$ cat config.mk
export PLATFORM = sky130hd
export DESIGN_NAME = fbus_susp_arb
export DESIGN_NICKNAME = d
export VERILOG_FILES = /design/src/rtl/fbarb_pkg.sv /design/src/rtl/fbarb_countdown.sv /design/src/rtl/fbarb_sus_track.sv /design/src/rtl/fbus_susp_arb.sv
export SDC_FILE = /design/constraint.sdc
export NUM_CORES = 1
export LEC_CHECK = 0
export BUFFER_PORTS_ARGS = -buffer_cell sky130_fd_sc_hd__buf_4
export CORE_ASPECT_RATIO = 0.5
export CORE_MARGIN = 4
export CORE_UTILIZATION = 29
export DETAILED_ROUTE_END_ITERATION = 7
export SLEW_MARGIN = 20
export SYNTH_ARGS = -nofsm -noshare
export SYNTH_HDL_FRONTEND = slang
export SYNTH_SLANG_ARGS = --single-unit
export TNS_END_PERCENT = 10
$ cat constraint.sdc
create_clock -name clk -period 4.5 [get_ports clk]
set_input_delay 0.9 -clock clk [delete_from_list [all_inputs] [get_ports clk]]
set_output_delay 0.9 -clock clk [all_outputs]
set_load 0.03 [all_outputs]
$ cat src/rtl/fbarb_pkg.sv
package fbarb_pkg;

  typedef enum logic [2:0] {
    ST_IDLE,
    ST_CACHE,
    ST_CMD,
    ST_SUS_TX,
    ST_SUS_WAIT,
    ST_LOCK,
    ST_RES_TX
  } arb_st_e;

  typedef enum logic [1:0] {
    OP_READ   = 2'b00,
    OP_ERASE  = 2'b01,
    OP_PROG   = 2'b10,
    OP_WRSTAT = 2'b11
  } op_kind_e;

  localparam logic [7:0] OPC_SUSPEND = 8'h75;
  localparam logic [7:0] OPC_RESUME  = 8'h7A;

  function automatic logic op_is_long(op_kind_e k);
    return k != OP_READ;
  endfunction

endpackage

$ cat src/rtl/fbarb_countdown.sv
module fbarb_countdown #(
  parameter int unsigned LOAD_VAL = 64
) (
  input  logic clk,
  input  logic rst_n,
  input  logic clr,
  input  logic load,
  input  logic en,
  output logic zero
);
  localparam int W = (LOAD_VAL < 1) ? 1 : $clog2(LOAD_VAL + 1);

  logic [W-1:0] cnt_q, cnt_d;

  always_comb begin
    cnt_d = cnt_q;
    if (clr)                       cnt_d = '0;
    else if (load)                 cnt_d = W'(LOAD_VAL);
    else if (en && cnt_q != '0)    cnt_d = cnt_q - 1'b1;
  end

  always_ff @(posedge clk or negedge rst_n) begin
    if (!rst_n) cnt_q <= '0;
    else        cnt_q <= cnt_d;
  end

  assign zero = (cnt_q == '0);

endmodule

$ cat src/rtl/fbarb_sus_track.sv
module fbarb_sus_track #(
  parameter int SUS_CNT_W = 4
) (
  input  logic                 clk,
  input  logic                 rst_n,
  input  logic                 op_start,
  input  logic                 sus_fire,
  input  logic                 prep_busy,
  output logic [SUS_CNT_W-1:0] sus_count,
  output logic                 starve
);
  localparam logic [SUS_CNT_W-1:0] CNT_MAX = '1;

  logic [SUS_CNT_W-1:0] cnt_d;
  logic                 stv_d;
  logic                 cnt_en;

  assign cnt_en = op_start | sus_fire;

  always_comb begin
    cnt_d = sus_count;
    stv_d = starve;
    if (op_start) begin
      cnt_d = '0;
      stv_d = 1'b0;
    end else if (sus_fire) begin
      if (sus_count != CNT_MAX) cnt_d = sus_count + 1'b1;
      if (prep_busy)            stv_d = 1'b1;
    end
  end

  always_ff @(posedge clk or negedge rst_n) begin
    if (!rst_n) begin
      sus_count <= '0;
      starve    <= 1'b0;
    end else if (cnt_en) begin
      sus_count <= cnt_d;
      starve    <= stv_d;
    end
  end

  // flag is sticky within an operation
  p_starve_sticky_r10: assert property (@(posedge clk) disable iff (!rst_n)
    starve && !op_start |=> starve);

  // a new operation starts with clean bookkeeping
  p_op_clear_r9: assert property (@(posedge clk) disable iff (!rst_n)
    op_start |=> (sus_count == '0) && !starve);

endmodule

$ cat src/rtl/fbus_susp_arb.sv
module fbus_susp_arb
  import fbarb_pkg::*;
#(
  parameter int unsigned LOCK_CYC  = 64,
  parameter int unsigned PREP_CYC  = 3200,
  parameter int          SUS_CNT_W = 4
) (
  input  logic                 clk,
  input  logic                 rst_n,
  input  logic                 cache_req,
  output logic                 cache_gnt,
  input  logic                 cmd_req,
  input  logic [1:0]           cmd_kind,
  input  logic                 cmd_done,
  input  logic                 byte_busy,
  output logic                 cmd_gnt,
  output logic                 issue_valid,
  output logic [7:0]           issue_byte,
  input  logic                 issue_ready,
  input  logic                 status_sus,
  output logic [SUS_CNT_W-1:0] sus_count,
  output logic                 starve
);

  arb_st_e  st_q, st_d;
  op_kind_e kind_q;
  logic     op_start;
  logic     go_sus;
  logic     lock_zero, prep_zero;
  logic     lock_load, prep_load, prep_clr;

  assign go_sus = (st_q == ST_CMD) && cache_req && op_is_long(kind_q)
                  && !byte_busy && !cmd_done;

  // next-state logic
  always_comb begin
    st_d     = st_q;
    op_start = 1'b0;
    unique case (st_q)
      ST_IDLE: begin
        if (cache_req)    st_d = ST_CACHE;
        else if (cmd_req) begin
          st_d     = ST_CMD;
          op_start = 1'b1;
        end
      end
      ST_CACHE:    if (!cache_req)  st_d = ST_IDLE;
      ST_CMD: begin
        if (cmd_done)     st_d = ST_IDLE;
        else if (go_sus)  st_d = ST_SUS_TX;
      end
      ST_SUS_TX:   if (issue_ready) st_d = ST_SUS_WAIT;
      ST_SUS_WAIT: if (status_sus)  st_d = ST_LOCK;
      ST_LOCK:     if (!cache_req && lock_zero) st_d = ST_RES_TX;
      ST_RES_TX:   if (issue_ready) st_d = ST_CMD;
      default:     st_d = ST_IDLE;
    endcase
  end

  always_ff @(posedge clk or negedge rst_n) begin
    if (!rst_n) st_q <= ST_IDLE;
    else        st_q <= st_d;
  end

  always_ff @(posedge clk or negedge rst_n) begin
    if (!rst_n)        kind_q <= OP_READ;
    else if (op_start) kind_q <= op_kind_e'(cmd_kind);
  end

  // lock window: reloaded while waiting for suspend and by each cache request
  assign lock_load = (st_q == ST_SUS_WAIT) || ((st_q == ST_LOCK) && cache_req);

  fbarb_countdown #(.LOAD_VAL(LOCK_CYC)) u_lock_win (
    .clk   (clk),
    .rst_n (rst_n),
    .clr   (1'b0),
    .load  (lock_load),
    .en    (st_q == ST_LOCK),
    .zero  (lock_zero)
  );

  // resume preparation interval: loaded while the resume opcode is out
  assign prep_load = (st_q == ST_RES_TX);
  assign prep_clr  = (st_q == ST_IDLE);

  fbarb_countdown #(.LOAD_VAL(PREP_CYC)) u_prep_win (
    .clk   (clk),
    .rst_n (rst_n),
    .clr   (prep_clr),
    .load  (prep_load),
    .en    (st_q == ST_CMD),
    .zero  (prep_zero)
  );

  fbarb_sus_track #(.SUS_CNT_W(SUS_CNT_W)) u_track (
    .clk       (clk),
    .rst_n     (rst_n),
    .op_start  (op_start),
    .sus_fire  (go_sus),
    .prep_busy (!prep_zero),
    .sus_count (sus_count),
    .starve    (starve)
  );

  // outputs
  assign cache_gnt   = (st_q == ST_CACHE) || (st_q == ST_LOCK);
  assign cmd_gnt     = (st_q == ST_CMD);
  assign issue_valid = (st_q == ST_SUS_TX) || (st_q == ST_RES_TX);

  always_comb begin
    issue_byte = 8'h00;
    if (st_q == ST_SUS_TX)      issue_byte = OPC_SUSPEND;
    else if (st_q == ST_RES_TX) issue_byte = OPC_RESUME;
  end

  // grants are mutually exclusive
  p_gnt_excl_r2: assert property (@(posedge clk) disable iff (!rst_n)
    !(cache_gnt && cmd_gnt));

  // only long operations are suspended
  p_sus_long_r4: assert property (@(posedge clk) disable iff (!rst_n)
    (st_q == ST_SUS_TX) |-> op_is_long(kind_q));

  // suspend entered only at a byte boundary
  p_no_midbyte_r5: assert property (@(posedge clk) disable iff (!rst_n)
    (st_q == ST_SUS_TX) && ($past(st_q) == ST_CMD) |-> !$past(byte_busy));

  // cache takes the bus only after the flash reports suspended
  p_sus_seen_r6: assert property (@(posedge clk) disable iff (!rst_n)
    (st_q == ST_LOCK) && ($past(st_q) == ST_SUS_WAIT) |-> $past(status_sus));

  // an active cache request keeps the locked bus
  p_lock_hold_r7: assert property (@(posedge clk) disable iff (!rst_n)
    (st_q == ST_LOCK) && cache_req |=> cache_gnt);

  // opcode held until accepted
  p_issue_hold_r11: assert property (@(posedge clk) disable iff (!rst_n)
    issue_valid && !issue_ready |=> issue_valid && $stable(issue_byte));

endmodule

# Word level (Yosys, flattened, before mapping)
# Cells that the tools add are included.
[totals]
reg_bits = 29
latch_bits = 0
ramBits = 0
romBits = 0
inputBits = 10
word_cells = 78
n_memories = 0
[op_classes]
add_sub_neg = 3
multipliers = 0
div = 0
magnitude_cmp = 0
eq_ne = 15
shifts = 0
muxes = 26
n_bitwise = 1
n_reduce_logical = 27
[ops]
columns = ["op", "count"]
rows = [
  ["$mux W12", 3],
  ["$mux W7", 4],
  ["$mux W3", 9],
  ["$pmux W3 S7", 1],
  ["$logic_not A12 Y1", 1],
  ["$mux W4", 3],
  ["$reduce_bool A12 Y1", 1],
  ["$sub A12 B1 Y12 const B", 1],
  ["$ne A2 B2 Y1 const B", 5],
  ["$eq A3 B3 Y1 const B", 3],
  ["$logic_and A1 B1 Y1", 8],
  ["$reduce_bool A2 Y1", 4],
  ["$logic_not A7 Y1", 1],
  ["$reduce_and A7 Y1", 1],
  ["$reduce_bool A7 Y1", 1],
  ["$sub A7 B1 Y7 const B", 1],
  ["$eq A3 B2 Y1 const B", 2],
  ["$mux W1", 6],
  ["$reduce_and A3 Y1", 2],
  ["$add A4 B1 Y4 const B", 1],
  ["$ne A4 B4 Y1 const B", 1],
  ["$eq A3 B1 Y1 const B", 1],
  ["$logic_not A1 Y1", 3],
  ["$logic_not A3 Y1", 1],
  ["6 further kinds", 8],
]

# Logic depth before layout (Yosys ltp)
# Gate-level depths: netlist (run 1).
[logic_depth]
depth_word = 8
depth_mapped = 8
mapped_depth_nobuf = 7

# Hierarchy
# A second synthesis (run 1) with hierarchy kept.
[hier_totals]
cells_unflattened = 196
hier_area_um2 = 1926.8
[by_module_without_submodules]
columns = ["module", "n_inst", "cells_each", "area_each_um2", "seq_area_each_um2"]
rows = [
  ["fbarb_countdown (u_prep_win)", 1, 73, 721.9, 300.3],
  ["fbus_susp_arb", 1, 58, 560.5, 125.1],
  ["fbarb_countdown (u_lock_win)", 1, 42, 382.9, 175.2],
  ["fbarb_sus_track", 1, 23, 261.5, 125.1],
]

# Worst setup path before layout (run 1)
# No wires, ideal clock.
[synth_timing]
kind = "flip-flop to output port"
startpoint = "reg st_q[1]"
endpoint = "out issue_byte[4]"
arrival_ns = 2.158
setup_slack_ns = 1.442
stages_incl_launch_ff = 6
path_buffers = 2
path_cell_list = "dfrtp_1 > clkbuf_1 > nor2b_1 > inv_1 > o21ai_0 > buf_4"
[synth_between]
elab_chain_len = 3
word_cells_on_any_way = 4
[synth_rtl]
columns = ["element", "line_no", "rtl"]
rows = [
  ["start: declaration", "fbus_susp_arb.sv:25", "arb_st_e st_q, st_d;"],
  ["start signal: assignment", "fbus_susp_arb.sv:62", "else st_q <= st_d;"],
  ["$eq A3 B3 Y1", "fbus_susp_arb.sv:113", "else if (st_q == ST_RES_TX) issue_byte = OPC_RESUME;"],
  ["$mux W7", "fbus_susp_arb.sv:113", ""],
  ["$mux W7 (*)", "fbus_susp_arb.sv:112", "if (st_q == ST_SUS_TX) issue_byte = OPC_SUSPEND;"],
  ["end: declaration", "fbus_susp_arb.sv:18", "output logic [7:0] issue_byte,"],
]
# Mark *: on every way between the ends. The rest lies on a longest branch, timed or not.

# Worst setup path after layout (run 1)
[layout_timing]
startpoint = "reg st_q[1]"
endpoint = "out issue_byte[5]"
# Same word-level chain as after synthesis.

==> results of run 1 <==
synthesized netlist by cell type, drive strengths merged, types with 2 or more instances:
cell	count
and2	2
o32ai	2
a31oi	2
mux2	3
o21ai	12
mux2i	2
buf	8
xnor2	6
ha	5
clkbuf	3
a21oi	7
nand2	10
o211ai	3
nor2b	2
inv	12
nor2	21
dfrtp	29
or3	4
xor2	4
nand3	13
nor3	7
nor4	7
nor3b	3
a211oi	2
o31ai	3
or4	3
nand2b	5
worst max-delay path by stage:
stage	cells past startpoint	endpoint	startpoint	slack (ns)
after detailed placement	4	issue_byte[5]	st_q[1]	1.96
after global routing	4	issue_byte[5]	st_q[1]	1.41
final	4	issue_byte[5]	st_q[1]	1.66
after floorplan	5	issue_byte[4]	st_q[1]	1.44
after CTS	4	issue_byte[5]	st_q[1]	1.65
after global placement	4	issue_byte[4]	st_q[1]	2.05
sequential cells by signal, indices dropped and copies added (netlist names):
register	cells
u_prep_win.cnt_q	12
kind_q	2
u_lock_win.cnt_q	7
st_q	3
u_track.sus_count	4
u_track.starve	1
report_power, final:
part	internal, W	leakage, nW	switching, W
clock	0.000216	0.0700	0.000108
combinational	0.000303	0.466	0.000433
sequential	0.000363	0.376	0.000134
cells by family (layout without fill, tap and decap cells):
group / count (synthesis) / count (layout)
other: 1 / 1
buffers and inverters: 23 / 43
AND/OR/NAND/NOR: 85 / 85
XOR/XNOR: 10 / 10
AO/OA/AOI/OAI: 35 / 35
adder cells (fa/ha/maj): 5 / 5
flip-flops: 29 / 29
multiplexers: 5 / 5
stage by stage:
stage | hold WS [ns] | setup slack, ns | instance area (µm²) | cells
after floorplan | 0.4455 | 1.442 | 1772 | 193
after global placement | 0.4605 | 2.054 | 1971 | 279
after detailed placement | 0.4800 | 1.955 | 1971 | 279
after CTS | 0.4847 | 1.654 | 2113 | 286
after global routing | 0.5262 | 1.408 | 2113 | 286
final | 0.4892 | 1.662 | 2113 | 286
area by class of cell:
cell class | count | area (µm²)
Inverter | 12 | 45.04
Timing Repair Buffer | 24 | 180.2
Clock buffer | 7 | 142.6
Tap cell | 73 | 91.34
Multi-Input combinational cell | 141 | 928.4
Sequential cell | 29 | 725.7
Fill cell | 569 | 3568
routing by layer:
layer	track usage (%)	vias up	wire (µm)	part of all wire [%]
met5	0	-	0	0
met4	3.896	0	54	1.4
met3	2.860	7	92	2.5
met2	17.60	15	1766	47
met1	13.03	694	1830	49
li1	-	726	-	-
==> results.toml, run 1 <==
[setup_path]
cp.buffers_inverters = 2
arrival_ns = 1.94
worstReg2RegStart = "u_prep_win.cnt_q[0]"
critPathMaxStageDelay_ns = 0.59
cp-start-kind = "register"
cp_slowest_cell = "dfrtp_1"
worstPathMaxFanout = 16
r2r_setup_slack_ns = 2.33
path_delay_family = "flip-flops"
crit_chain = "nor2b_1 -> inv_1 -> o21ai_0 -> buf_4"
cp_data_required_time_ns = 3.60
worstRegToRegCells = 7
r2r_end = "u_prep_win.cnt_q[3]"
critPathCaptureType = "output port"
critPathKind = "register to output port"

[drt]
drt-initial-drc-count = 87
num_vias = 1442
wirelength_um = 3743
first_pass_iters = 4
drtAntennaViolNets = 0
drc = 0
wl_per_cell_um = 13.09
vias_per_cell = 5.042

[logic_synthesis]
synthArstFlopShare_pct = 100.0
postSynthAreaPerCell_um2 = 9.180
synth_area_um2 = 1772
yosys.area_share.simple_pct = 28.39
ys_types = 50
synth_fa_ha_area_share_pct = 3.531
synth_compound_area_share_pct = 12.29
synth_xor_area_share_pct = 4.944
synth.area.mux_share_pct = 3.037
synth_area_leader_cell = "dfrtp_1"
synth_area_leaders = "dfrtp_1 41%, nor2_1 4.4%, nand3_1 3.7%"
synth_top_family_by_area = "simple AND/OR/NAND/NOR gates"
synth_nets = 208
synthCells = 193
synth_warnings = 0
ys_seq_elements = 29
ys_seq_area_share_pct = 40.96
synth-edff-count = 0
synth_top_area_share_pct = 40.96
synth_ff_type = "dfrtp_1"

[global_route]
grt.total_usage_pct = 10.50
grt_max_degree = 30
grt_first_pass_wirelength_um = 6486
grt_pass1_vias = 1401
antenna_found_initial = 0
grt-ovfl-total = 0

[finish]
final_cell_mix = "29 x dfrtp_1, 24 x buf_4, 21 x nor2_1, 13 x nand3_1, 11 x inv_1"
syn_to_final_growth_pct = 19.28
drive_gt1_share_pct = 19.25
n_antenna_cell = 0
final_nets = 228
mostFrequentLayoutCell = "dfrtp_1"
fin_util_pct = 37.19

[timing]
fmax_mhz = 352.3
hold_viol_final = 0
slew_viol_final = 0
layout_worst_path_cycle_share_pct = 63.08
finalSetupViolations = 0
finClkSkew_ns = 0.002631
worst_pin_slew_ns = 0.5753
min_period_ns = 2.838
fin_setup_tns_ns = 0
rsz0062_at_grt = "false"
max_slew_margin_pct = 61.29

[status]
outcome = "finished, final reports clean"

[clocking]
clk_pin_slew_ns = 0.05
cts-buffers-inserted = 5
root_buffer = "clkbuf_16"
clk-insertion-delay-late_ns = 0.27
holdBufCountCts = 0
cts-htree-levels = 2
post_cts_buffers = 0
cts_resized = 0
cts_tree = "built"
clock_sink_count = 29
clockBufferDepth = 2

[worst_hold_path]
holdPathEnd = "u_prep_win.cnt_q[6]"
worstHoldStart = "u_prep_win.cnt_q[6]"
hold_path_class = "register to register"
hold_depth = 1

[die]
coreArea_um2 = 5682
dieArea_um2 = 7500
die-height_um = 63.27
die_x_um = 118.5
row_count = 19
start_util_pct = 31.18
ios = 26

[pwr]
power_w = 0.001556
power_density_nw_per_um2 = 736.4
ir_drop_uv = 193.1
p_leak_nw = 0.9121

[job]
cap_viol_max_count = 0

[place]
port_buffers = 24
finalWeightedCongestion = 0.7712
post-dp-hpwl_um = 2778
No activity file was read; power rests on OpenSTA's default activity.
==> inputs of run 2 (changes only) <==
- clock period: 4.5 -> 2.3 ns (I/O delays scaled with it)
==> run 2 against run 1 <==
Critical path depth unchanged. Routed wire length increased by 6.9%. Global-route usage increased by 0.49 points. Total power increased by 100%. Setup slack got worse by 1.4 ns.
==> results.toml, run 2 (synthesis gave the netlist of run 1 again) <==
[clocking]
clk_pin_slew_ns = 0.05
root_buffer = "clkbuf_16"
cts_tree = "built"
cts-htree-levels = 2
clockBufferDepth = 2
cts-buffers-inserted = 5
clk-insertion-delay-late_ns = 0.27
clock_sink_count = 29
holdBufCountCts = 0

[setup_path]
worstPathMaxFanout = 15
arrival_ns = 1.60
cp_data_required_time_ns = 1.84
cp-start-kind = "register"
critPathCaptureType = "output port"
worstRegToRegCells = 8
r2r_setup_slack_ns = 0.34
critPathKind = "register to output port"

[place]
post-place-ws_ns = 0.3568
post-dp-hpwl_um = 2954
finalWeightedCongestion = 0.9128
place_inst = 283
postPlaceCellArea_um2 = 2004
port_buffers = 24

[global_route]
antenna_found_initial = 0
grt-ovfl-total = 0
grt.total_usage_pct = 10.99
grt_pass1_vias = 1404
grt_max_degree = 30
grt_first_pass_wirelength_um = 6713

[pwr]
p_leak_nw = 0.9452
power_density_nw_per_um2 = 1470
ir_drop_uv = 372.7

[timing]
slew_viol_final = 0
worst_pin_slew_ns = 0.5653
finClkSkew_ns = 0.004112
min_period_ns = 2.065
max_slew_margin_pct = 61.96
fmax_mhz = 484.3
fin_setup_tns_ns = 0
setup_ws_ns = 0.2352
layout_worst_path_cycle_share_pct = 89.77
rsz0062_at_grt = "false"
hold_viol_final = 0
finalSetupViolations = 0

[die]
ios = 26
die_x_um = 118.5
coreArea_um2 = 5682
dieArea_um2 = 7500
row_count = 19
die-height_um = 63.27
start_util_pct = 31.18

[finish]
final_cell_mix = "29 x dfrtp_1, 28 x buf_4, 21 x nor2_1, 13 x nand3_1, 11 x inv_1"
final_nets = 232
mostFrequentLayoutCell = "dfrtp_1"
syn_to_final_growth_pct = 22.18
multi_input_area_um2 = 934.6
top_register = "u_prep_win.cnt_q"
n_antenna_cell = 0
drive_gt1_share_pct = 22.48
fin_util_pct = 38.10
largest_reg_flops = 12
area.sequential_um2 = 725.7
stdcell_area_um2 = 2165
final_cells = 291
nFillCells = 555
largestRegisters = "u_prep_win.cnt_q (12), u_lock_win.cnt_q (7), u_track.sus_count (4)"

[drt]
wirelength_um = 4000
vias_per_cell = 5.082
num_vias = 1479
drt-initial-drc-count = 62
first_pass_iters = 4
drtAntennaViolNets = 0
wl_per_cell_um = 13.75
drc = 0

[job]
cap_viol_max_count = 0

[status]
outcome = "finished, final reports clean"

[worst_hold_path]
hold_path_class = "primary input to asynchronous set/reset pin"
run 2: worst max-delay path, stage by stage, from the launching register on:
cell and delay (ns):
dfrtp_1 0.57, nor2b_2 0.27, inv_1 0.12, o21ai_2 0.19, buf_4 0.19
run 2: cell type report:
class / count / share of cell area, %
flip-flops and latches: 29 / 33.53
well taps: 73 / 4.220
clock inverters: 1 / 0.2312
clock buffers: 7 / 7.052
multi-input cells: 141 / 43.18
repair buffers: 28 / 9.711
inverters: 12 / 2.081
run 2: per-stage QoR:
step / power (W) / hold slack [ns]
global route: 0.003411 / 0.1392
finish: 0.003181 / 0.09981
floorplan: 0.002094 / 0.1644
global placement: 0.002460 / 0.4104
CTS: 0.003194 / 0.1189
detailed placement: 0.002500 / 0.4129
run 2: power by group:
part,switching (W),internal [W]
combinational,0.000905,0.000640
sequential,0.000249,0.000710
clock,0.000221,0.000457
run 2: path summary, 6_finish.rpt:
check | from | endpoint
max in group asynchronous | rst_n | u_prep_win.cnt_q[10]
max | st_q[2] | issue_byte[6]
min in group clk | cmd_kind[1] | kind_q[1]
min reg2reg | u_prep_win.cnt_q[6] | u_prep_win.cnt_q[6]
max reg2reg | u_prep_win.cnt_q[0] | u_prep_win.cnt_q[0]
min | rst_n | u_lock_win.cnt_q[6]
run 2: layer usage:
metal / wire length (µm) / share of wire, % / up-vias / track usage [%]
met3: 104 / 2.6 / 6 / 2.413
met4: 44 / 1.1 / 0 / 5.195
met1: 1903 / 48 / 714 / 14.09
met2: 1948 / 49 / 24 / 17.74
li1: - / - / 735 / -
met5: 0 / 0 / - / 0
run 2: repair_timing:
item / CTS / global route
resized for setup: 0 / 1
buffers inserted: 0 / 0
endpoints found under the setup margin: 0 / 4
hold endpoints to repair: 0 / 0
